[config.mk]
export PLATFORM = sky130hd
export DESIGN_NAME = ls_fmt
export DESIGN_NICKNAME = d
export VERILOG_FILES = /design/src/rtl/ls_fmt_pkg.sv /design/src/rtl/ls_addr_gen.sv /design/src/rtl/ls_store_lane.sv /design/src/rtl/ls_load_fmt.sv /design/src/rtl/ls_fmt.sv
export SDC_FILE = /design/constraint.sdc
export NUM_CORES = 1
export LEC_CHECK = 0
export BUFFER_PORTS_ARGS = -buffer_cell sky130_fd_sc_hd__buf_2
export CORE_AREA = 3 3 118 120
export DETAILED_ROUTE_END_ITERATION = 10
export DIE_AREA = 0 0 121 123
export PLACE_DENSITY = 0.78
export SLEW_MARGIN = 20
export SYNTH_ARGS = -nofsm -noshare
export SYNTH_HDL_FRONTEND = slang
export SYNTH_SLANG_ARGS = --single-unit
[constraint.sdc]
create_clock -name clk_i -period 9.8 [get_ports clk_i]
set_input_delay 1.47 -clock clk_i [delete_from_list [all_inputs] [get_ports clk_i]]
set_output_delay 1.47 -clock clk_i [all_outputs]
set_load 0.005 [all_outputs]
[src/rtl/ls_fmt_pkg.sv]
package ls_fmt_pkg;
  typedef enum logic [1:0] {
    OFF_IMM   = 2'd0,
    OFF_SHREG = 2'd1,
    OFF_SPLIT = 2'd2,
    OFF_ZERO  = 2'd3
  } off_sel_e;

  typedef enum logic [1:0] {
    SZ_WORD = 2'd0,
    SZ_HALF = 2'd1,
    SZ_BYTE = 2'd2
  } size_e;

  // bit order matters: load is bit 0, pre-index bit 4
  typedef struct packed {
    logic pre;
    logic up;
    logic byte_b;
    logic wback;
    logic load;
  } mode_t;
endpackage

[src/rtl/ls_addr_gen.sv]
module ls_addr_gen
  import ls_fmt_pkg::*;
#(
  parameter int DATA_W = 32,
  parameter int IMM_W  = 12,
  parameter int NIB_W  = 4,
  parameter int IDX_W  = 4
) (
  input  logic              req_i,
  input  mode_t             mode_i,
  input  off_sel_e          off_sel_i,
  input  logic [IMM_W-1:0]  imm_i,
  input  logic [DATA_W-1:0] shreg_i,
  input  logic [NIB_W-1:0]  imm_hi_i,
  input  logic [NIB_W-1:0]  imm_lo_i,
  input  logic [DATA_W-1:0] base_i,
  input  logic [IDX_W-1:0]  base_idx_i,
  input  logic [IDX_W-1:0]  dst_idx_i,
  output logic [DATA_W-1:0] addr_o,
  output logic              wb_en_o,
  output logic [DATA_W-1:0] wb_val_o
);
  logic [DATA_W-1:0] offset, signed_off, sum;
  logic              same_reg;

  always_comb begin
    unique case (off_sel_i)
      OFF_IMM:   offset = DATA_W'(imm_i);
      OFF_SHREG: offset = shreg_i;
      OFF_SPLIT: offset = DATA_W'({imm_hi_i, imm_lo_i});
      default:   offset = '0;
    endcase
  end

  // negate once, share a single adder
  assign signed_off = mode_i.up ? offset : (~offset + DATA_W'(1));
  assign sum        = base_i + signed_off;
  assign same_reg   = mode_i.load && (dst_idx_i == base_idx_i);

  assign addr_o   = mode_i.pre ? sum : base_i;
  assign wb_val_o = sum;
  assign wb_en_o  = req_i && (!mode_i.pre || mode_i.wback) && !same_reg;
endmodule

[src/rtl/ls_store_lane.sv]
module ls_store_lane
  import ls_fmt_pkg::*;
#(
  parameter int DATA_W = 32,
  localparam int NLANES = DATA_W / 8,
  localparam int LANE_W = $clog2(NLANES)
) (
  input  size_e             size_i,
  input  logic [LANE_W-1:0] lane_i,
  input  logic [DATA_W-1:0] src_i,
  output logic [NLANES-1:0] be_o,
  output logic [DATA_W-1:0] wdata_o
);
  for (genvar i = 0; i < NLANES; i++) begin : g_lane
    logic       lane_be;
    logic [7:0] lane_byte;
    always_comb begin
      unique case (size_i)
        SZ_BYTE: begin
          lane_be   = (lane_i == LANE_W'(i));
          lane_byte = src_i[7:0];
        end
        SZ_HALF: begin
          lane_be   = (lane_i[LANE_W-1:1] == (LANE_W-1)'(i / 2));
          lane_byte = src_i[8*(i%2) +: 8];
        end
        default: begin
          lane_be   = 1'b1;
          lane_byte = src_i[8*i +: 8];
        end
      endcase
    end
    assign be_o[i]           = lane_be;
    assign wdata_o[8*i +: 8] = lane_byte;
  end
endmodule

[src/rtl/ls_load_fmt.sv]
module ls_load_fmt
  import ls_fmt_pkg::*;
#(
  parameter int DATA_W = 32,
  localparam int NLANES = DATA_W / 8,
  localparam int LANE_W = $clog2(NLANES)
) (
  input  logic              clk_i,
  input  logic              rst_ni,
  input  logic              capture_i,
  input  size_e             size_i,
  input  logic              sext_i,
  input  logic [LANE_W-1:0] lane_i,
  input  logic              rvalid_i,
  input  logic [DATA_W-1:0] rdata_i,
  output logic              ld_valid_o,
  output logic [DATA_W-1:0] ld_data_o
);
  size_e             ctx_size;
  logic              ctx_sext;
  logic [LANE_W-1:0] ctx_lane;
  logic [7:0]        sel_byte;
  logic [15:0]       sel_half;
  logic [DATA_W-1:0] fmt;

  always_ff @(posedge clk_i or negedge rst_ni) begin
    if (!rst_ni) begin
      ctx_size <= SZ_WORD;
      ctx_sext <= 1'b0;
      ctx_lane <= '0;
    end else if (capture_i) begin
      ctx_size <= size_i;
      ctx_sext <= sext_i;
      ctx_lane <= lane_i;
    end
  end

  assign sel_byte = rdata_i[{ctx_lane, 3'b000} +: 8];
  assign sel_half = rdata_i[{ctx_lane[LANE_W-1:1], 4'b0000} +: 16];

  always_comb begin
    unique case (ctx_size)
      SZ_BYTE: fmt = ctx_sext ? DATA_W'($signed(sel_byte)) : DATA_W'(sel_byte);
      SZ_HALF: fmt = ctx_sext ? DATA_W'($signed(sel_half)) : DATA_W'(sel_half);
      default: fmt = rdata_i;
    endcase
  end

  always_ff @(posedge clk_i or negedge rst_ni) begin
    if (!rst_ni) begin
      ld_valid_o <= 1'b0;
      ld_data_o  <= '0;
    end else begin
      ld_valid_o <= rvalid_i;
      if (rvalid_i) ld_data_o <= fmt;
    end
  end

  p_ld_latency_r12: assert property (@(posedge clk_i) disable iff (!rst_ni)
    rvalid_i |=> ld_valid_o);
  p_ld_idle_r12: assert property (@(posedge clk_i) disable iff (!rst_ni)
    !rvalid_i |=> (!ld_valid_o && $stable(ld_data_o)));
endmodule

[src/rtl/ls_fmt.sv]
module ls_fmt
  import ls_fmt_pkg::*;
#(
  parameter int DATA_W = 32,
  parameter int IMM_W  = 12,
  parameter int NIB_W  = 4,
  parameter int IDX_W  = 4,
  localparam int NLANES = DATA_W / 8,
  localparam int LANE_W = $clog2(NLANES)
) (
  input  logic              clk_i,
  input  logic              rst_ni,
  input  logic              req_valid_i,
  input  logic [4:0]        mode_i,
  input  logic              hclass_i,
  input  logic [1:0]        hkind_i,
  input  logic [1:0]        off_sel_i,
  input  logic [IMM_W-1:0]  imm_i,
  input  logic [DATA_W-1:0] shreg_i,
  input  logic [NIB_W-1:0]  imm_hi_i,
  input  logic [NIB_W-1:0]  imm_lo_i,
  input  logic [DATA_W-1:0] base_i,
  input  logic [IDX_W-1:0]  base_idx_i,
  input  logic [IDX_W-1:0]  dst_idx_i,
  input  logic [DATA_W-1:0] st_data_i,
  output logic              mem_req_o,
  output logic              mem_we_o,
  output logic [DATA_W-1:0] mem_addr_o,
  output logic [NLANES-1:0] mem_be_o,
  output logic [DATA_W-1:0] mem_wdata_o,
  input  logic              mem_rvalid_i,
  input  logic [DATA_W-1:0] mem_rdata_i,
  output logic              wb_en_o,
  output logic [DATA_W-1:0] wb_val_o,
  output logic              ld_valid_o,
  output logic [DATA_W-1:0] ld_data_o
);
  mode_t mode;
  size_e size;
  logic  sext;

  assign mode = mode_t'(mode_i);

  always_comb begin
    if (hclass_i) size = (hkind_i == 2'b10) ? SZ_BYTE : SZ_HALF;
    else          size = mode.byte_b ? SZ_BYTE : SZ_WORD;
  end
  assign sext = hclass_i && hkind_i[1];

  assign mem_req_o = req_valid_i;
  assign mem_we_o  = req_valid_i && !mode.load;

  ls_addr_gen #(
    .DATA_W(DATA_W), .IMM_W(IMM_W), .NIB_W(NIB_W), .IDX_W(IDX_W)
  ) u_addr (
    .req_i      (req_valid_i),
    .mode_i     (mode),
    .off_sel_i  (off_sel_e'(off_sel_i)),
    .imm_i      (imm_i),
    .shreg_i    (shreg_i),
    .imm_hi_i   (imm_hi_i),
    .imm_lo_i   (imm_lo_i),
    .base_i     (base_i),
    .base_idx_i (base_idx_i),
    .dst_idx_i  (dst_idx_i),
    .addr_o     (mem_addr_o),
    .wb_en_o    (wb_en_o),
    .wb_val_o   (wb_val_o)
  );

  ls_store_lane #(.DATA_W(DATA_W)) u_st (
    .size_i  (size),
    .lane_i  (mem_addr_o[LANE_W-1:0]),
    .src_i   (st_data_i),
    .be_o    (mem_be_o),
    .wdata_o (mem_wdata_o)
  );

  ls_load_fmt #(.DATA_W(DATA_W)) u_ld (
    .clk_i      (clk_i),
    .rst_ni     (rst_ni),
    .capture_i  (req_valid_i && mode.load),
    .size_i     (size),
    .sext_i     (sext),
    .lane_i     (mem_addr_o[LANE_W-1:0]),
    .rvalid_i   (mem_rvalid_i),
    .rdata_i    (mem_rdata_i),
    .ld_valid_o (ld_valid_o),
    .ld_data_o  (ld_data_o)
  );

  p_load_no_write_r1: assert property (@(posedge clk_i) disable iff (!rst_ni)
    (req_valid_i && mode.load) |-> !mem_we_o);
  p_post_wb_r2: assert property (@(posedge clk_i) disable iff (!rst_ni)
    (req_valid_i && !mode.pre && !(mode.load && dst_idx_i == base_idx_i)) |-> wb_en_o);
  p_pre_addr_r3: assert property (@(posedge clk_i) disable iff (!rst_ni)
    (req_valid_i && mode.pre) |-> (mem_addr_o == wb_val_o));
  p_be_shape_r7: assert property (@(posedge clk_i) disable iff (!rst_ni)
    req_valid_i |-> ($countones(mem_be_o) == 1 || $countones(mem_be_o) == 2 ||
                     $countones(mem_be_o) == NLANES));
  p_base_conflict_r11: assert property (@(posedge clk_i) disable iff (!rst_ni)
    (req_valid_i && mode.load && dst_idx_i == base_idx_i) |-> !wb_en_o);
endmodule

* Word-level counts from Yosys, hierarchy flattened
Cells that the tools add are included.
Widths: inputs -> output; s select.
** Cells by class
- Add/sub/neg operators :: 2
- Eq/ne operators :: 11
- Shifts and indexed selects :: 2
- Mux-type cells :: 16
- Bitwise gates (word level) :: 2
- Reductions and logical operators :: 13
** Operators with widths (count)
- $mux 32 :: 4
- $pmux 32 s3 :: 1
- $pmux 32 s2 :: 1
- $add 32x1->32 const B :: 1
- $add 32x32->32 :: 1
- $not 32->32 :: 1
- $shiftx 32x6->16 :: 1
- $shiftx 32x6->8 :: 1
- $mux 8 :: 2
- $pmux 8 s2 :: 1
- $eq 2x2->1 const B :: 6
- $eq 2x1->1 const B :: 4
- $pmux 1 s2 :: 4
- $logic_and 1x1->1 :: 6
- $mux 2 :: 3
- $eq 4x4->1 :: 1
- $logic_not 2->1 :: 2
- $logic_not 1->1 :: 3
- $reduce_or 2->1 :: 1
- $logic_or 1x1->1 :: 1
- $not 1->1 :: 1
** Word-level totals
- Register bits :: 38
- Input port bits :: 170
- Output and inout bits :: 136
- Word-level logic and storage cells :: 51

* Logic depth before layout (Yosys ltp)
- Word-level depth :: 9
- Gate-level depth with buffers :: 26
- Depth with buffers taken out :: 22

* By module
From an unflattened synthesis, not the netlist that was laid out.
** Unflattened totals
- Cell total of the unflattened synthesis :: 790
- Area total of the unflattened synthesis :: 6264.8 µm²
** Modules (own cells, without submodules)
- ls_addr_gen :: times used 1, cells each 473, area each 3300.7 µm², seq. area each 0.0 µm²
- ls_load_fmt :: times used 1, cells each 237, area each 2285.9 µm², seq. area each 950.9 µm²
- ls_store_lane :: times used 1, cells each 72, area each 624.3 µm², seq. area each 0.0 µm²
- ls_fmt :: times used 1, cells each 8, area each 53.8 µm², seq. area each 0.0 µm²

* Worst setup path before layout
OpenSTA, ideal clock, no wires.
- Kind :: input-to-output
- Start point :: in off_sel_i[0]
- End point :: out mem_addr_o[31]
- Arrival time :: 5911 ps
- Data required time :: 8330 ps
- Setup slack :: 2419 ps
- Stages on the path :: 26
- Path buffers :: 5
- Cells stage by stage :: clkbuf_1 nor2b_1 buf_6 buf_2 clkbuf_1 a21oi_1 ha_1 o221a_2 nand4_1 nor3b_2 nand2_4 nor2_1 nor2_1 o21ai_1 a31oi_1 ha_1 clkbuf_1 nand4_1 nor2_1 nand3_1 o31ai_1 o21ai_1 o31a_1 xnor2_1 nand2_1 xnor2_1
** Between the ends
- Word-level cells in the longest chain between the ends :: 7
- Elaborated cells on any way between the ends :: 9
- Classes of those cells :: add/sub (2); eq/ne (2); mux (3); bitwise (1); reduce/logical (1)
** Ends and longest elaborated chain
- start, declared :: RTL line ls_fmt.sv:17 : input logic [1:0] off_sel_i,
- $eq 2x2->1, or another cell as far along :: RTL line ls_addr_gen.sv:27 : unique case (off_sel_i)
- $pmux 32 s3 (*) :: RTL line ls_addr_gen.sv:27
- $not 32->32 :: RTL line ls_addr_gen.sv:36 : assign signed_off = mode_i.up ? offset : (~offset + DATA_W'(1));
- $add 32x1->32 :: RTL line ls_addr_gen.sv:36
- $mux 32 (*) :: RTL line ls_addr_gen.sv:36
- $add 32x32->32 (*) :: RTL line ls_addr_gen.sv:37 : assign sum = base_i + signed_off;
- $mux 32 (*) :: RTL line ls_addr_gen.sv:40 : assign addr_o = mode_i.pre ? sum : base_i;
- end, declared :: RTL line ls_fmt.sv:28 : output logic [DATA_W-1:0] mem_addr_o,
Every way passes the cells marked *; elsewhere a longest branch is shown, timed or not.

* Final worst setup path
- Start point :: in off_sel_i[1]
- End point :: out mem_addr_o[31]
Same word-level chain as after synthesis.

==> impl_metrics.ini <==
[routing]
first_iter_violations = 643
drt-total-wl_um = 21300
ant_nets = 0
routedWlPerCell_um = 17.1
first_pass_iters = 5
via_per_inst = 5.68
vias = 7054
drc_errors = 0

[synth]
syn_avg_cell_area_um2 = 7.10
synthArstFlopShare_pct = 100
syn-num-nets = 1015
synth_cells = 805
synth_edf_count = 0
synth_flop_cell = dfrtp_1
synth_seq_cells = 38
yosys.area.top_type_share_pct = 16.6
synthTopCellsByArea = dfrtp_1 (17%), a21oi_1 (8.8%), ha_1 (8.5%)
syn-cell-area_mm2 = 0.00572
yosysSeqAreaShare_pct = 16.6
yosysWarnings = 0
synth.distinct_cells = 63
synth_top_area_cell = dfrtp_1

[global_route]
grt_pass1_wl_um = 32300
antenna_found_initial = 7
grt_pass1_vias = 6338
grt-ovfl-total = 0
track_usage_pct = 26.7
grt_max_degree = 49

[finish]
n_fill_cell = 1284
final_nets = 1271
drive_gt1_share_pct = 33.8
stdcell_count = 1242
multi_input_area_mm2 = 0.00439
fin_util_pct = 55.9
ff_latch_area_um2 = 951
areaGrowthSynthToFinish_pct = 27.9

[placed_design]
dp_hpwl_um = 17600
place_inst = 1230
gp_congestion = 0.925
place_ws_ps = 1570
io_buffers = 305

[sta]
hold_viol = 0
fin_worst_skew_ps = 3.09
fin_crit_sh_pct = 85.3
fin_setup_tns_ps = 0
finalMaxSlewViolations = 0
grt_setup_unrepaired = no
slew-limit-headroom_pct = 27.3
worst_pin_slew_ps = 1090
fin_ws_ps = 1440
setup_viol = 0
min_period_ps = 8360
fmax_mhz = 120

[floorplanning]
io_pins = 306
rows = 42
start_util_pct = 43.7
die_h_um = 123
die_x_um = 121
core_area_mm2 = 0.0131
dieArea_mm2 = 0.0149

[worst_setup_path]
path_common_cell = nor2_1
path_max_fanout = 32
critPathLaunchType = input pin
slowest_delay_ps = 530
path_cells = buf_2 > nor2b_2 > buf_4 > o2bb2ai_1 > a211oi_1 > nand3_1 > nor2_1 > nor2_1 > nor2_1 > a311oi_1 > ha_1 > nand4_1 > nor2_1 > nand3_1 > o31ai_1 > o21ai_1 > o31a_1 > xnor2_1 > nand2_1 > xnor2_1 > buf_2
cp.arrival_ps = 6890
crit_type = input pin to primary output
crit_slowest_cell = a211oi_1
worst_ep_required_time_ps = 8330
crit_path_end_kind = primary output

[status]
outcome = completed

[clock_tree]
cts_setup_buffers = 0
path_clk_slew_ps = 50
htreeDepth = 2
cts_resized = 0
clk-insertion-delay-late_ps = 280
cts_tree = yes
cts_root_buffer = clkbuf_16
clkSinkCount = 38
cts_made_buffers = 5
hold_buffers = 0
cts_buffer_depth = 2

[pwr]
finalPower_mw = 0.947
ir_drop_v = 0.0000716
p_leak_nw = 3.60
powerDensity_mw_per_mm2 = 129

[run]
cap_violations = 0

[min_path]
hp-class = flop to flop
cells by family (layout without fill, tap and decap cells):
| family | count (synthesis) | after routing | share of synthesized area (%) |
|---|---|---|---|
| buf+inv | 73 | 330 | 6.67 |
| fa+ha+maj | 40 | 40 | 8.88 |
| flops | 38 | 38 | 16.6 |
| simple gates | 308 | 308 | 24.0 |
| other cells | 0 | 4 | 0 |
| compound gates | 246 | 246 | 26.4 |
| mux | 54 | 54 | 10.4 |
| xor+xnor | 46 | 46 | 7.04 |
registers in the layout (all words and copies together), names as in the netlist:
signal / count
u_ld.ld_valid_o: 1
u_ld.ld_data_o: 32
u_ld.ctx_sext: 1
u_ld.ctx_size: 2
u_ld.ctx_lane: 2
routing by layer:
metal  vias up  global-route usage [%]  wire [µm]
li1       3408                       -          -
met1      3229                    33.4       8390
met2       361                    46.1      10200
met3        48                    6.31       2110
met4         8                    7.08        550
met5         -                       0         42
synth_stat cells, types with 15 or more instances:
cell type / instances
a211oi_1: 17
a21oi_1: 101
a22oi_1: 16
clkbuf_1: 32
dfrtp_1: 38
ha_1: 39
inv_1: 15
mux2_2: 32
mux2i_1: 21
nand2_1: 111
nor2_1: 113
nor3_1: 22
o21ai_0: 23
o21ai_1: 15
xnor2_1: 28
xor2_1: 18
worst paths after layout:
path | start | end | slack (ps) | cells past startpoint
setup / recovery | off_sel_i[1] | mem_addr_o[31] | 1440 | 21
hold / removal | u_ld.ctx_sext | u_ld.ctx_sext | 500 | 2
setup reg to reg | u_ld.ctx_size[0] | u_ld.ld_data_o[27] | 7430 | 4
hold reg to reg | u_ld.ctx_sext | u_ld.ctx_sext | 500 | 2
max in group asynchronous | rst_ni | u_ld.ld_data_o[14] | 7960 | 1
min in group asynchronous | rst_ni | u_ld.ld_data_o[5] | 1300 | 1
cells in the final DEF (no fill, tap or decap), types with 3 or more instances in the layout:
| cell | n |
|---|---|
| mux2_2 | 32 |
| diode_2 | 4 |
| nor2_1 | 113 |
| xor2_1 | 18 |
| inv_1 | 15 |
| nor2b_1 | 7 |
| o21ai_1 | 15 |
| o211ai_1 | 3 |
| nor3_1 | 22 |
| xnor2_1 | 28 |
| buf_2 | 305 |
| dfrtp_1 | 38 |
| o21a_1 | 9 |
| a31oi_1 | 14 |
| nor4_1 | 5 |
| nand2b_1 | 5 |
| o21bai_1 | 5 |
| a21oi_1 | 101 |
| o31a_1 | 3 |
| nand4_1 | 12 |
| nand3_1 | 7 |
| o22ai_1 | 5 |
| or3_1 | 3 |
| ha_1 | 39 |
| a211oi_1 | 17 |
| a21o_1 | 9 |
| o21ai_0 | 23 |
| mux2i_1 | 21 |
| a22oi_1 | 16 |
| a2bb2oi_1 | 3 |
| o2bb2ai_1 | 6 |
| clkbuf_16 | 5 |
| and3_1 | 3 |
| nand2_1 | 111 |
| o31ai_1 | 6 |
| and2_1 | 6 |
cell type report:
type / instances / area share, %
multi-input cells: 694 / 60.0
repair buffers: 307 / 21.1
inverters: 15 / 0.770
clock buffers: 7 / 1.95
diodes: 4 / 0.137
clock inverters: 1 / 0.0684
flip-flops and latches: 38 / 13.0
well taps: 176 / 3.01
critical path, delay by kind of cell:
| kind | cells | cell delay (ps) |
|---|---|---|
| adder cells (fa/ha/maj) | 1 | 490 |
| XOR/XNOR | 2 | 390 |
| buffers and inverters | 3 | 760 |
| AND/OR/NAND/NOR | 9 | 1920 |
| AO/OA/AOI/OAI | 6 | 1820 |
through the flow:
stage          area (µm²)  hold WS (ps)
2_1_floorplan        5720           463
3_3_place_gp         7160           487
3_5_place_dp         7160           496
4_1_cts              7310           508
5_1_grt              7310           529
6_report             7320           498
power breakdown:
part / switching, mW / total (mW) / internal (mW) / leakage (nW)
sequential: 0.0191 / 0.205 / 0.185 / 0.448
combinational: 0.321 / 0.583 / 0.261 / 3.08
clock: 0.0595 / 0.160 / 0.101 / 0.0739
total: 0.400 / 0.947 / 0.547 / 3.60
No activity file was read; power rests on OpenSTA's default activity.
